==> src/rtl/polar_pkg.sv <==
package polar_pkg;
  localparam int BLK_N  = 8;
  localparam int HALF_N = BLK_N / 2;

  // Length-4 polar transform used to form partial sums from first-half decisions
  function automatic logic [3:0] polar_xform4(input logic [3:0] u);
    logic [3:0] p;
    p[0] = u[0] ^ u[1] ^ u[2] ^ u[3];
    p[1] = u[1] ^ u[3];
    p[2] = u[2] ^ u[3];
    p[3] = u[3];
    return p;
  endfunction
endpackage

==> src/rtl/polar_fnode.sv <==
// Min-sum check node with symmetric clamp
module polar_fnode #(
  parameter int W = 6
) (
  input  logic [W-1:0] a,
  input  logic [W-1:0] b,
  output logic [W-1:0] y
);
  localparam logic [W-1:0] MAXM = W'((2 ** (W - 1)) - 1);

  logic [W-1:0] mag_a, mag_b, mag_m;

  always_comb begin
    mag_a = a[W-1] ? (~a + 1'b1) : a;
    mag_b = b[W-1] ? (~b + 1'b1) : b;
    mag_m = (mag_a < mag_b) ? mag_a : mag_b;
    if (mag_m > MAXM) mag_m = MAXM;
    y = (a[W-1] ^ b[W-1]) ? (~mag_m + 1'b1) : mag_m;
  end
endmodule

==> src/rtl/polar_gnode.sv <==
// Variable node: b + a or b - a, clamped symmetrically
module polar_gnode #(
  parameter int W = 6
) (
  input  logic [W-1:0] a,
  input  logic [W-1:0] b,
  input  logic         p,
  output logic [W-1:0] y
);
  localparam logic signed [W:0] POS = (W+1)'((2 ** (W - 1)) - 1);
  localparam logic signed [W:0] NEG = -POS;

  logic signed [W:0] ax, bx, sum;

  always_comb begin
    ax  = $signed({a[W-1], a});
    bx  = $signed({b[W-1], b});
    sum = p ? (bx - ax) : (bx + ax);
    if (sum > POS)      y = POS[W-1:0];
    else if (sum < NEG) y = NEG[W-1:0];
    else                y = sum[W-1:0];
  end
endmodule

==> src/rtl/polar_dec4.sv <==
// Combinational length-4 successive-cancellation decoder
module polar_dec4 #(
  parameter int W = 6
) (
  input  logic [4*W-1:0] llr,
  input  logic [3:0]     info,
  output logic [3:0]     bits
);
  logic [W-1:0] x0, x1, x2, x3;
  logic [W-1:0] e0, e1, r0, r1, h0, h1, r2, r3;
  logic         d0, d1, d2, d3;

  assign x0 = llr[0*W +: W];
  assign x1 = llr[1*W +: W];
  assign x2 = llr[2*W +: W];
  assign x3 = llr[3*W +: W];

  // first pair: check nodes, then decisions u0 and u1
  polar_fnode #(.W(W)) u_fe0 (.a(x0), .b(x1), .y(e0));
  polar_fnode #(.W(W)) u_fe1 (.a(x2), .b(x3), .y(e1));
  polar_fnode #(.W(W)) u_fr0 (.a(e0), .b(e1), .y(r0));
  assign d0 = r0[W-1] & info[0];
  polar_gnode #(.W(W)) u_gr1 (.a(e0), .b(e1), .p(d0), .y(r1));
  assign d1 = r1[W-1] & info[1];

  // second pair: variable nodes with local partial sums, then u2 and u3
  polar_gnode #(.W(W)) u_gh0 (.a(x0), .b(x1), .p(d0 ^ d1), .y(h0));
  polar_gnode #(.W(W)) u_gh1 (.a(x2), .b(x3), .p(d1), .y(h1));
  polar_fnode #(.W(W)) u_fr2 (.a(h0), .b(h1), .y(r2));
  assign d2 = r2[W-1] & info[2];
  polar_gnode #(.W(W)) u_gr3 (.a(h0), .b(h1), .p(d2), .y(r3));
  assign d3 = r3[W-1] & info[3];

  assign bits = {d3, d2, d1, d0};
endmodule

==> src/rtl/polar_pipe_dec8.sv <==
module polar_pipe_dec8 #(
  parameter int LLR_W = 6
) (
  input  logic                                 clk,
  input  logic                                 rst_n,
  input  logic                                 in_valid,
  input  logic [polar_pkg::BLK_N*LLR_W-1:0]    in_llr,
  input  logic [polar_pkg::BLK_N-1:0]          in_info,
  output logic                                 out_valid,
  output logic [polar_pkg::BLK_N-1:0]          out_bits
);
  import polar_pkg::*;

  localparam int N    = BLK_N;
  localparam int HALF = HALF_N;
  localparam int VW   = N * LLR_W;
  localparam int HW   = HALF * LLR_W;

  // ---------------- first half (combinational from the inputs) ----------------
  logic [HW-1:0]   cn_vec;
  logic [HALF-1:0] lo_bits;
  logic [HALF-1:0] lo_psum;

  for (genvar i = 0; i < HALF; i++) begin : g_cn
    polar_fnode #(.W(LLR_W)) u_cn (
      .a (in_llr[(2*i)*LLR_W +: LLR_W]),
      .b (in_llr[(2*i+1)*LLR_W +: LLR_W]),
      .y (cn_vec[i*LLR_W +: LLR_W])
    );
  end

  polar_dec4 #(.W(LLR_W)) u_dec_lo (
    .llr  (cn_vec),
    .info (in_info[HALF-1:0]),
    .bits (lo_bits)
  );

  assign lo_psum = polar_xform4(lo_bits);

  // ---------------- pipeline cut: next state ----------------
  logic            st_vld_q, st_vld_d;
  logic [VW-1:0]   st_llr_q, st_llr_d;
  logic [HALF-1:0] st_psum_q, st_psum_d;
  logic [HALF-1:0] st_lo_q, st_lo_d;
  logic [HALF-1:0] st_info_q, st_info_d;
  logic            st_en;

  assign st_en = in_valid;

  always_comb begin
    st_vld_d  = in_valid;
    st_llr_d  = st_llr_q;
    st_psum_d = st_psum_q;
    st_lo_d   = st_lo_q;
    st_info_d = st_info_q;
    if (st_en) begin
      st_llr_d  = in_llr;
      st_psum_d = lo_psum;
      st_lo_d   = lo_bits;
      st_info_d = in_info[N-1:HALF];
    end
  end

  always_ff @(posedge clk or negedge rst_n) begin
    if (!rst_n) begin
      st_vld_q  <= 1'b0;
      st_llr_q  <= '0;
      st_psum_q <= '0;
      st_lo_q   <= '0;
      st_info_q <= '0;
    end else begin
      st_vld_q  <= st_vld_d;
      st_llr_q  <= st_llr_d;
      st_psum_q <= st_psum_d;
      st_lo_q   <= st_lo_d;
      st_info_q <= st_info_d;
    end
  end

  // ---------------- second half (from stored codeword) ----------------
  logic [HW-1:0]   vn_vec;
  logic [HALF-1:0] hi_bits;

  for (genvar i = 0; i < HALF; i++) begin : g_vn
    polar_gnode #(.W(LLR_W)) u_vn (
      .a (st_llr_q[(2*i)*LLR_W +: LLR_W]),
      .b (st_llr_q[(2*i+1)*LLR_W +: LLR_W]),
      .p (st_psum_q[i]),
      .y (vn_vec[i*LLR_W +: LLR_W])
    );
  end

  polar_dec4 #(.W(LLR_W)) u_dec_hi (
    .llr  (vn_vec),
    .info (st_info_q),
    .bits (hi_bits)
  );

  // ---------------- output register: realigned word ----------------
  logic         ov_d;
  logic [N-1:0] ob_d;

  always_comb begin
    ov_d = st_vld_q;
    ob_d = out_bits;
    if (st_vld_q) ob_d = {hi_bits, st_lo_q};
  end

  always_ff @(posedge clk or negedge rst_n) begin
    if (!rst_n) begin
      out_valid <= 1'b0;
      out_bits  <= '0;
    end else begin
      out_valid <= ov_d;
      out_bits  <= ob_d;
    end
  end
endmodule

==> config.mk <==
export PLATFORM = sky130hd
export DESIGN_NAME = polar_pipe_dec8
export DESIGN_NICKNAME = d
export VERILOG_FILES = /design/src/rtl/polar_pkg.sv /design/src/rtl/polar_fnode.sv /design/src/rtl/polar_gnode.sv /design/src/rtl/polar_dec4.sv /design/src/rtl/polar_pipe_dec8.sv
export SDC_FILE = /design/constraint.sdc
export NUM_CORES = 1
export LEC_CHECK = 0
export BUFFER_PORTS_ARGS = -buffer_cell sky130_fd_sc_hd__buf_2
export CORE_MARGIN = 2
export CORE_UTILIZATION = 70
export DETAILED_ROUTE_END_ITERATION = 12
export PLACE_DENSITY = 0.89
export SETUP_SLACK_MARGIN = 0.3
export SKIP_CTS_REPAIR_TIMING = 1
export SLEW_MARGIN = 30
export SYNTH_ARGS = -nofsm -noshare
export SYNTH_HDL_FRONTEND = slang
export SYNTH_HIERARCHICAL = 1
export SYNTH_SLANG_ARGS = --single-unit
==> constraint.sdc <==
create_clock -name clk -period 30.6 [get_ports clk]
set_input_delay 9.18 -clock clk [delete_from_list [all_inputs] [get_ports clk]]
set_output_delay 9.18 -clock clk [all_outputs]
set_load 0.01 [all_outputs]
# Yosys cells after proc, flatten, opt, wreduce, memory -nomap -nowiden
# Cells that the tools add are included.
# totals
ff_bits	70
latch_bits	0
ram_bits	0
romBits	0
output_inout_bits	9
word_cells	273
memories	0
# classes
n_addsub	60
n_mul	0
div_mod_pow	0
n_lt_le_gt_ge	48
eq_ne	0
n_shift	0
mux	96
bitwise	62
reduce_logical	0
# op_table
op	n
6-bit 2-to-1 mux	84
6-bit by 1-bit adder with 6-bit output (second input constant)	36
6-bit inverter	36
6-bit by 6-bit adder with 7-bit output	12
7-bit by 6-bit greater-than comparator with 1-bit output (second input constant)	12
7-bit by 6-bit < comparator with 1-bit output (second input constant)	12
7-bit 2-to-1 mux	12
6-bit by 6-bit subtractor with 7-bit output	12
6-bit by 5-bit greater-than comparator with 1-bit output (second input constant)	12
6-bit < comparator	12
1-bit XOR	18
1-bit AND	8

# Depth between registers and ports, before layout
# Gate-level depths: netlist (run 1).
# depth
word_depth	58
ltp_mapped	88

# By module
# The synthesis (run 1) kept the hierarchy.
# by_module_without_submodules
module	instances	cells_each	area_per_inst_um2	seq_area_each_um2
polar_fnode	12	84	610.6	0.0
polar_gnode at g_vn[1].u_vn ...	11	66	479.2	0.0
polar_pipe_dec8	1	151	2846.5	1726.7
polar_gnode at g_vn[0].u_vn	1	66	498.0	0.0
polar_dec4	2	9	68.8	0.0

# Worst setup path before layout (run 1)
# Ideal clock, no wire load.
# synth_timing
path_kind	input to register
start	input port in_llr[2] (netlist name)
end	register st_psum_q[0]
setup_ns	0.123
t_arrival_ns	24.514
setup_slack_ns	5.963
path_stages	76
cell_sequence	or2_2 > o21ai_0 > xor2_1 > inv_1 > ha_1 > nand4_1 > o221ai_4 > mux2_4 > nor2b_1 > ha_1 > nor2_1 > xnor2_1 > or2_2 > o21ai_0 > xor2_1 > inv_1 > ha_1 > nand4_1 > (+40 left out) > nand4_1 > o221ai_4 > mux2i_1 > nor3_1 > nor2_1 > and2_1 > mux2_2 > fa_1 > nand2b_1 > a21oi_1 > o22ai_1 > xnor2_2 > inv_1 > and2_1 > buf_4 > xnor2_2 > xnor2_1 > a21oi_1
# synth_between
elab_chain_cells	58
# synth_rtl
item	line	text
start: declaration	polar_pipe_dec8.sv:7	input logic [polar_pkg::BLK_N*LLR_W-1:0] in_llr,
6-bit inverter	polar_fnode.sv:14	mag_a = a[W-1] ? (~a + 1'b1) : a;
6-bit by 1-bit adder with 6-bit output	polar_fnode.sv:14	
6-bit 2-to-1 mux *	polar_fnode.sv:14	
6-bit < comparator	polar_fnode.sv:16	mag_m = (mag_a < mag_b) ? mag_a : mag_b;
6-bit 2-to-1 mux *	polar_fnode.sv:16	
6-bit by 5-bit greater-than comparator with 1-bit output	polar_fnode.sv:17	if (mag_m > MAXM) mag_m = MAXM;
6-bit 2-to-1 mux *	polar_fnode.sv:17	
6-bit inverter	polar_fnode.sv:18	y = (a[W-1] ^ b[W-1]) ? (~mag_m + 1'b1) : mag_m;
(+2 left out)	--	
via cn_vec[2]	polar_pipe_dec8.sv:20	logic [HW-1:0] cn_vec;
(+10 left out)	--	
via u_dec_lo.e0[2]	polar_dec4.sv:10	logic [W-1:0] e0, e1, r0, r1, h0, h1, r2, r3;
(+10 left out)	--	
via u_dec_lo.r0[5]	polar_dec4.sv:10	
(+1 left out)	--	
via u_dec_lo.d0	polar_dec4.sv:11	logic d0, d1, d2, d3;
(+4 left out)	--	
via u_dec_lo.r1[5]	polar_dec4.sv:10	
(+1 left out)	--	
via u_dec_lo.d1	polar_dec4.sv:11	
(+5 left out)	--	
via u_dec_lo.h0[1]	polar_dec4.sv:10	
(+10 left out)	--	
via u_dec_lo.r2[5]	polar_dec4.sv:10	
(+1 left out)	--	
via u_dec_lo.d2	polar_dec4.sv:11	
7-bit 2-to-1 mux *	polar_gnode.sv:18	sum = p ? (bx - ax) : (bx + ax);
7-bit by 6-bit < comparator with 1-bit output	polar_gnode.sv:20	else if (sum < NEG) y = NEG[W-1:0];
6-bit 2-to-1 mux	polar_gnode.sv:20	
6-bit 2-to-1 mux *	polar_gnode.sv:19	if (sum > POS) y = POS[W-1:0];
via u_dec_lo.r3[5]	polar_dec4.sv:10	
1-bit AND *	polar_dec4.sv:32	assign d3 = r3[W-1] & info[3];
via u_dec_lo.d3	polar_dec4.sv:11	
1-bit XOR *	polar_pkg.sv:8	p[0] = u[0] ^ u[1] ^ u[2] ^ u[3];
end signal: assignment	polar_pipe_dec8.sv:74	st_psum_q <= st_psum_d;
end: declaration	polar_pipe_dec8.sv:43	logic [HALF-1:0] st_psum_q, st_psum_d;
# Mark *: on every way through the listed nets, which the timed path passes. The rest lies on a longest branch.
# A chain may end at the register's enable or synchronous reset.

# Final worst setup path (run 1)
# layout_timing
start	input port in_llr[0] (netlist name)
end	register st_psum_q[0]
# layout_between
elab_chain_cells	58
# layout_rtl
item	line	text
6-bit inverter	polar_fnode.sv:14	
6-bit by 1-bit adder with 6-bit output	polar_fnode.sv:14	
6-bit 2-to-1 mux *	polar_fnode.sv:14	
6-bit < comparator	polar_fnode.sv:16	
6-bit 2-to-1 mux *	polar_fnode.sv:16	
6-bit by 5-bit greater-than comparator with 1-bit output	polar_fnode.sv:17	
6-bit 2-to-1 mux *	polar_fnode.sv:17	
6-bit inverter	polar_fnode.sv:18	
(+2 left out)	--	
via cn_vec[2]	polar_pipe_dec8.sv:20	
(+10 left out)	--	
via u_dec_lo.e0[2]	polar_dec4.sv:10	
(+10 left out)	--	
via u_dec_lo.r0[5]	polar_dec4.sv:10	
(+1 left out)	--	
via lo_bits[0]	polar_pipe_dec8.sv:21	logic [HALF-1:0] lo_bits;
(+4 left out)	--	
via u_dec_lo.r1[5]	polar_dec4.sv:10	
(+1 left out)	--	
via lo_bits[1]	polar_pipe_dec8.sv:21	
(+5 left out)	--	
via u_dec_lo.h0[1]	polar_dec4.sv:10	
(+10 left out)	--	
via u_dec_lo.r2[5]	polar_dec4.sv:10	
(+1 left out)	--	
via lo_bits[2]	polar_pipe_dec8.sv:21	
7-bit 2-to-1 mux *	polar_gnode.sv:18	
7-bit by 6-bit < comparator with 1-bit output	polar_gnode.sv:20	
6-bit 2-to-1 mux	polar_gnode.sv:20	
6-bit 2-to-1 mux *	polar_gnode.sv:19	
via u_dec_lo.r3[5]	polar_dec4.sv:10	
1-bit AND *	polar_dec4.sv:32	
via lo_bits[3]	polar_pipe_dec8.sv:21	
1-bit XOR *	polar_pkg.sv:8	
# Marked as above.

==> results of run 1 <==
==> critical path: cells and delay by family <==
family / cells / cell delay [ps]
xor+xnor: 12 / 3200
simple gates: 25 / 4040
fa+ha+maj: 11 / 3200
mux: 7 / 2350
buf+inv: 8 / 670
compound gates: 13 / 2910
==> path summary, 6_finish.rpt <==
path                                          start                        to  slack, ps
setup / recovery                          in_llr[0]  st_psum_q[0]$_DFFE_PN0P_       5200
hold / removal             st_info_q[3]$_DFFE_PN0P_  st_info_q[3]$_DFFE_PN0P_        500
setup reg to reg            st_llr_q[0]$_DFFE_PN0P_   out_bits[7]$_DFFE_PN0P_      13850
hold reg to reg            st_info_q[3]$_DFFE_PN0P_  st_info_q[3]$_DFFE_PN0P_        500
max in group asynchronous                     rst_n  st_llr_q[30]$_DFFE_PN0P_      21290
min in group asynchronous                     rst_n  st_llr_q[13]$_DFFE_PN0P_       8830
==> metrics by stage <==
step / hold slack, ps / cell area (um^2) / util, % / setup WS (ps) / instances
finish: 502 / 15400 / 75.3 / 5200 / 2082
global route: 520 / 15400 / 75.3 / 3880 / 2082
CTS: 510 / 15400 / 75.2 / 5330 / 2082
detailed placement: 491 / 15000 / 73.6 / 5000 / 2066
global placement: 486 / 15000 / 73.6 / 5640 / 2066
floorplan: 349 / 14700 / - / 6970 / 1768
==> area by class of cell <==
cell class,instances,area share [%]
clock inverters,5,0.529
multi-input cells,1483,77.8
clock buffers,11,1.64
flip-flops and latches,69,11.2
well taps,270,2.20
repair buffers,68,2.31
inverters,176,4.30
==> routing by layer <==
metal	wire length, um	track usage [%]
met1	14800	38.4
met2	16600	54.1
met3	1550	3.61
met4	630	8.95
met5	0	0
==> state kept, by name (all words and copies together), names as in the netlist <==
name       count
out_bits       8
st_lo_q        3
st_llr_q      48
st_info_q      4
out_valid      1
st_psum_q      4
ov_d           1
==> results.json, run 1 <==
{
  "status": "complete, no violations",
  "syn_area_um2": 14700,
  "numCtsBuffers": 9,
  "grt_overflow": 0,
  "cts.sinks": 69,
  "grt_pass1_wl_um": 56700,
  "fmax_ghz": 0.0394,
  "reg2reg_depth": 71,
  "crit_path_start_kind": "input port",
  "crit_top_cell": "ha_1",
  "critPathSlowestCell": "xnor2_1",
  "grt_setup_unrepaired": "false",
  "yosysWarningCount": 6,
  "path_class": "in2reg",
  "drc": 0,
  "syn_to_final_growth_pct": 4.69,
  "drt_iter0_markers": 811,
  "min_path_type": "reg2reg",
  "htreeDepth": 3,
  "drt-total-wl_um": 33600,
  "cp_max_fo": 10,
  "ant_nets": 0,
  "gr-usage-all-layers_pct": 30.3,
  "whs_path_depth": 1,
  "clock_path_buffers": 2,
  "slowest_delay_ps": 570,
  "tritoncts": "yes",
  "clock-root-buffer": "clkbuf_16",
  "layout_common_cells": "inv_1 (176), ha_1 (172), nor2_1 (153), xnor2_1 (123), a21oi_1 (113)",
  "fin_tns_setup_ps": 0,
  "initial_utilization_pct": 71.9,
  "ios": 68,
  "num-fill-cells": 1463,
  "die_area_um2": 22200,
  "path_clk_slew_ps": 60,
  "die_w_um": 149,
  "io_buffer_count": 67,
  "gp_congestion": 0.941,
  "end_kind": "register",
  "diodes": 0,
  "place_hpwl_um": 26100,
  "vias": 12567,
  "wire_per_inst_um": 16.1,
  "crit_arrival_ps": 25590,
  "layout.nets": 2050,
  "finalSetupViolCount": 0,
  "via_per_inst": 6.04,
  "fin_crit_ps": 25400,
  "grt_start_max_net_pins": 70,
  "critical_path_required_ps": 30790,
  "first_pass_iters": 5,
  "die_h_um": 149,
  "first_global_vias": 12433,
  "synthCells": 1768,
  "num_rows": 52,
  "worstMarginPinSlew_ps": 870,
  "synth_area_per_cell_um2": 8.31,
  "fin_skew_ps": 10.7,
  "multi_input_area_um2": 12000,
  "drive_gt1_share_pct": 15.2,
  "slew_viol_final": 0,
  "synth_nets": 2011,
  "cap_violations": 0,
  "register_area_um2": 1730,
  "maxSlewHeadroom_pct": 41.4,
  "fin_crit_sh_pct": 83.0,
  "grt_antenna_before_repair": 0,
  "hold_viol": 0,
  "layout_commonest_cell": "inv_1",
  "insertion_delay_ps": 340,
  "core_um2": 20400
}
Power of run 1 is left out: the tool's default activity adds up to more than one toggle a clock period on the data nets, which glitch-free logic cannot reach.
==> inputs of run 2 (changes only) <==
Settings changed: CORE_UTILIZATION 70 to 59, PLACE_DENSITY 0.89 to 0.8.
Clock period 30.6 ns to 22.1 ns, I/O delays scaled along.
==> run 2 against run 1 <==
Net effect: worst setup slack worse by 4500 ps; hold slack better by 11 ps; clock skew grew 1.3 ps; wire length grew 5.1%; die area up 18%.
==> results.json, run 2 (synthesized netlist as in run 1, its figures left out) <==
{
  "layout_common_cells": "inv_1 (175), ha_1 (157), nor2_1 (143), xnor2_1 (121), a21oi_1 (100)",
  "fin_crit_sh_pct": 96.9,
  "slew_viol_final": 0,
  "core_um2": 24400,
  "reg2reg_to": "out_bits[7]$_DFFE_PN0P_",
  "finalSetupViolCount": 0,
  "end_kind": "register",
  "path_clk_slew_ps": 60,
  "ant_nets": 0,
  "die_h_um": 162,
  "largest_reg_flops": 48,
  "gp_congestion": 0.919,
  "grt_pass1_wl_um": 55700,
  "reg2reg_from": "st_llr_q[0]$_DFFE_PN0P_",
  "reg_top3": "st_llr_q x48, out_bits x8",
  "first_global_vias": 12190,
  "num-fill-cells": 1868,
  "worstMarginPinSlew_ps": 857,
  "hold_viol": 0,
  "crit_arrival_ps": 21600,
  "diodes": 0,
  "critical_path_required_ps": 22280,
  "final_cell_count_no_fill": 2215,
  "layout.nets": 2129,
  "largest-register": "st_llr_q",
  "drt-total-wl_um": 35300,
  "fmax_ghz": 0.0467,
  "dpl.cell_count": 2142,
  "fin_tns_setup_ps": 0,
  "syn_to_final_growth_pct": 13.2,
  "vias": 12887,
  "initial_utilization_pct": 60.2,
  "place_hpwl_um": 26200,
  "startpoint": "in_llr[12]",
  "die_area_um2": 26200,
  "crit_end": "st_psum_q[0]$_DFFE_PN0P_",
  "insertion_delay_ps": 340,
  "fin_crit_ps": 21420,
  "via_per_inst": 5.82,
  "cp_max_fo": 7,
  "min_path_type": "reg2reg",
  "grt_antenna_before_repair": 0,
  "critPathSlowestCell": "or3b_4",
  "hp-start": "st_info_q[2]$_DFFE_PN0P_",
  "clock-root-buffer": "clkbuf_16",
  "wire_per_inst_um": 15.9,
  "cts.sinks": 69,
  "layout_commonest_cell": "inv_1",
  "drt_iter0_markers": 776,
  "drive_gt1_share_pct": 24.0,
  "die_w_um": 162,
  "final_util_pct": 68.2,
  "ios": 68,
  "crit_path_start_kind": "input port",
  "grt_overflow": 0,
  "maxSlewHeadroom_pct": 42.9,
  "numCtsBuffers": 9,
  "clock_path_buffers": 2,
  "drc": 0,
  "cap_violations": 0,
  "tritoncts": "yes",
  "status": "complete, no violations",
  "gr-usage-all-layers_pct": 24.7,
  "io_buffer_count": 67,
  "slowest_delay_ps": 410,
  "htreeDepth": 3,
  "r2r_slack_ps": 5730,
  "grt_start_max_net_pins": 70,
  "num_rows": 57,
  "crit_top_cell": "inv_1",
  "path_class": "in2reg",
  "reg2reg_depth": 72,
  "fin_skew_ps": 12.0,
  "first_pass_iters": 7
}
## run 2: cell count changes in the layout (fill, tap and decap cells not counted), sizes merged
cell    previous run  this run
o221ai            12        13
buf               68       143
clkinv             1         3
clkbuf            11        12
## run 2: metrics by stage
step / hold WS [ps] / instance area [um^2] / setup slack [ps]
final: 512 / 16600 / 682
after global routing: 521 / 16600 / -34.6
after detailed placement: 494 / 15300 / -388
after CTS: 514 / 15600 / -117
after global placement: 495 / 15300 / 224
after floorplan: 349 / 14700 / 1020
## run 2: final cells by class
cell class                      count  area (um^2)  area share, %
Inverter                          176          661           3.97
Tap cell                          324          405           2.44
Clock buffer                        9          225           1.35
Sequential cell                    69         1730           10.4
Timing Repair Buffer              146          960           5.77
Clock inverter                      7         98.8          0.594
Multi-Input combinational cell   1484        12600           75.5
## run 2: how the worst min path moves through the flow
stage / end / slack (ps) / cells after the start
floorplan: out_valid$_DFF_PN0_ / 350 / 0
global placement: st_info_q[1]$_DFFE_PN0P_ / 490 / 1
detailed placement: st_lo_q[2]$_DFFE_PN0P_ / 490 / 1
CTS: st_lo_q[2]$_DFFE_PN0P_ / 510 / 1
global route: st_llr_q[30]$_DFFE_PN0P_ / 520 / 1
finish: st_info_q[2]$_DFFE_PN0P_ / 510 / 1
## run 2: worst max-delay path, delay by kind of cell
family | cells | cell delay (ps)
AO/OA/AOI/OAI | 14 | 3050
XOR/XNOR | 11 | 2080
adder cells (fa/ha/maj) | 10 | 2910
buffers and inverters | 9 | 940
multiplexers | 7 | 2120
AND/OR/NAND/NOR | 25 | 3840
## run 2: metal layers
metal / GRT usage, % / wire (um) / vias to the layer above
li1: - / - / 6375
met1: 32.7 / 15900 / 6170
met2: 43.9 / 17500 / 286
met3: 2.09 / 1320 / 56
met4: 5.35 / 534 / 0
met5: 0 / 0 / -
Power of run 2 is left out for the same reason.
==> inputs of run 3 (changes only) <==
Settings changed: CORE_MARGIN 2 to 3.
==> run 3 against run 2 <==
Net effect: first-iteration DRC count is 4.1% higher; critical endpoint unchanged; worst setup slack worse by 130 ps; wire length is 1.2% higher.
==> results.json, run 3 (synthesized netlist as in run 1, its figures left out) <==
{
  "gp_congestion": 0.958,
  "numCtsBuffers": 9,
  "crit_arrival_ps": 21740,
  "crit_cells": 78,
  "vias": 13069,
  "initial_utilization_pct": 60.2,
  "crit_family": "simple AND/OR/NAND/NOR gates",
  "grt_antenna_before_repair": 1,
  "io_buffer_count": 67,
  "final_util_pct": 68.3,
  "cts.sinks": 69,
  "clock_path_buffers": 2,
  "grt_pass1_wl_um": 55200,
  "worstMarginPinSlew_ps": 975,
  "path_clk_slew_ps": 70,
  "maxSlewHeadroom_pct": 35.0,
  "num_rows": 57,
  "cap_violations": 0,
  "ios": 68,
  "syn_to_final_growth_pct": 13.5,
  "fin_skew_ps": 9.89,
  "fmax_ghz": 0.0464,
  "reg2reg_depth": 72,
  "min_path_type": "reg2reg",
  "cp_max_fo": 9,
  "drt_iter0_markers": 808,
  "die_w_um": 164,
  "reg2reg_to": "out_bits[7]$_DFFE_PN0P_",
  "fin_crit_ps": 21550,
  "grt_start_max_net_pins": 70,
  "grt_overflow": 0,
  "crit_end": "st_psum_q[0]$_DFFE_PN0P_",
  "hold_viol": 0,
  "status": "complete, no violations",
  "via_per_inst": 5.89,
  "critPathSlowestCell": "or3b_4",
  "die_area_um2": 26800,
  "drive_gt1_share_pct": 24.0,
  "htreeDepth": 3,
  "layout.nets": 2132,
  "startpoint": "in_llr[38]",
  "largest-register": "st_llr_q",
  "insertion_delay_ps": 350,
  "core_um2": 24400,
  "gr-usage-all-layers_pct": 24.3,
  "path_class": "in2reg",
  "drt-total-wl_um": 35700,
  "cp_num_buf_inv": 10,
  "wire_per_inst_um": 16.1,
  "slowest_delay_ps": 440,
  "crit_path_start_kind": "input port",
  "clock-root-buffer": "clkbuf_16",
  "fin_crit_sh_pct": 97.5,
  "layout_commonest_cell": "inv_1",
  "tritoncts": "yes",
  "drc": 0,
  "r2r_slack_ps": 5710,
  "diodes": 0,
  "first_pass_iters": 5,
  "finalSetupViolCount": 0,
  "end_kind": "register",
  "ant_nets": 0,
  "largest_reg_flops": 48,
  "first_global_vias": 12212,
  "placed_area_um2": 15300,
  "reg2reg_from": "st_llr_q[0]$_DFFE_PN0P_",
  "fin_tns_setup_ps": 0,
  "fin_area_um2": 16700,
  "reg_top3": "st_llr_q x48, out_bits x8",
  "die_h_um": 164,
  "layout_common_cells": "inv_1 (175), ha_1 (157), nor2_1 (144), xnor2_1 (123), a21oi_1 (104)",
  "slew_viol_final": 0,
  "place_hpwl_um": 26300,
  "crit_top_cell": "inv_1",
  "critical_path_required_ps": 22290
}
## run 3: layer usage
| metal | part of all wire (%) | GRT usage (%) | vias to the layer above | wire, um |
|---|---|---|---|---|
| met4 | 2.0 | 6.69 | 2 | 718 |
| met1 | 44 | 31.0 | 6240 | 15600 |
| met3 | 4.3 | 2.45 | 77 | 1550 |
| met5 | 0.036 | 0 | - | 13 |
| met2 | 50 | 43.5 | 387 | 17900 |
| li1 | - | - | 6363 | - |
## run 3: metrics by stage
stage	std cells	hold WS, ps	setup slack (ps)
global placement	2143	485	210
detailed placement	2143	492	-432
CTS	2158	510	-150
finish	2217	508	549
floorplan	1768	349	1020
global route	2217	524	-93.3
## run 3: layout make-up
| cell class | instances | area (um^2) |
|---|---|---|
| Clock buffer | 10 | 239 |
| Inverter | 176 | 661 |
| Sequential cell | 69 | 1730 |
| Timing Repair Buffer | 150 | 990 |
| Clock inverter | 5 | 83.8 |
| Fill cell | 1873 | 7720 |
| Tap cell | 324 | 405 |
| Multi-Input combinational cell | 1483 | 12600 |
## run 3: worst min path at each step
stage	start	end	slack (ps)	cells past startpoint
finish	out_bits[3]$_DFFE_PN0P_	out_bits[3]$_DFFE_PN0P_	510	1
global route	out_bits[5]$_DFFE_PN0P_	out_bits[5]$_DFFE_PN0P_	520	1
CTS	out_bits[3]$_DFFE_PN0P_	out_bits[3]$_DFFE_PN0P_	510	1
detailed placement	st_lo_q[2]$_DFFE_PN0P_	st_lo_q[2]$_DFFE_PN0P_	490	1
global placement	out_bits[5]$_DFFE_PN0P_	out_bits[5]$_DFFE_PN0P_	480	1
floorplan	ov_d$_DFF_PN0_	out_valid$_DFF_PN0_	350	0
Power of run 3 is left out for the same reason.
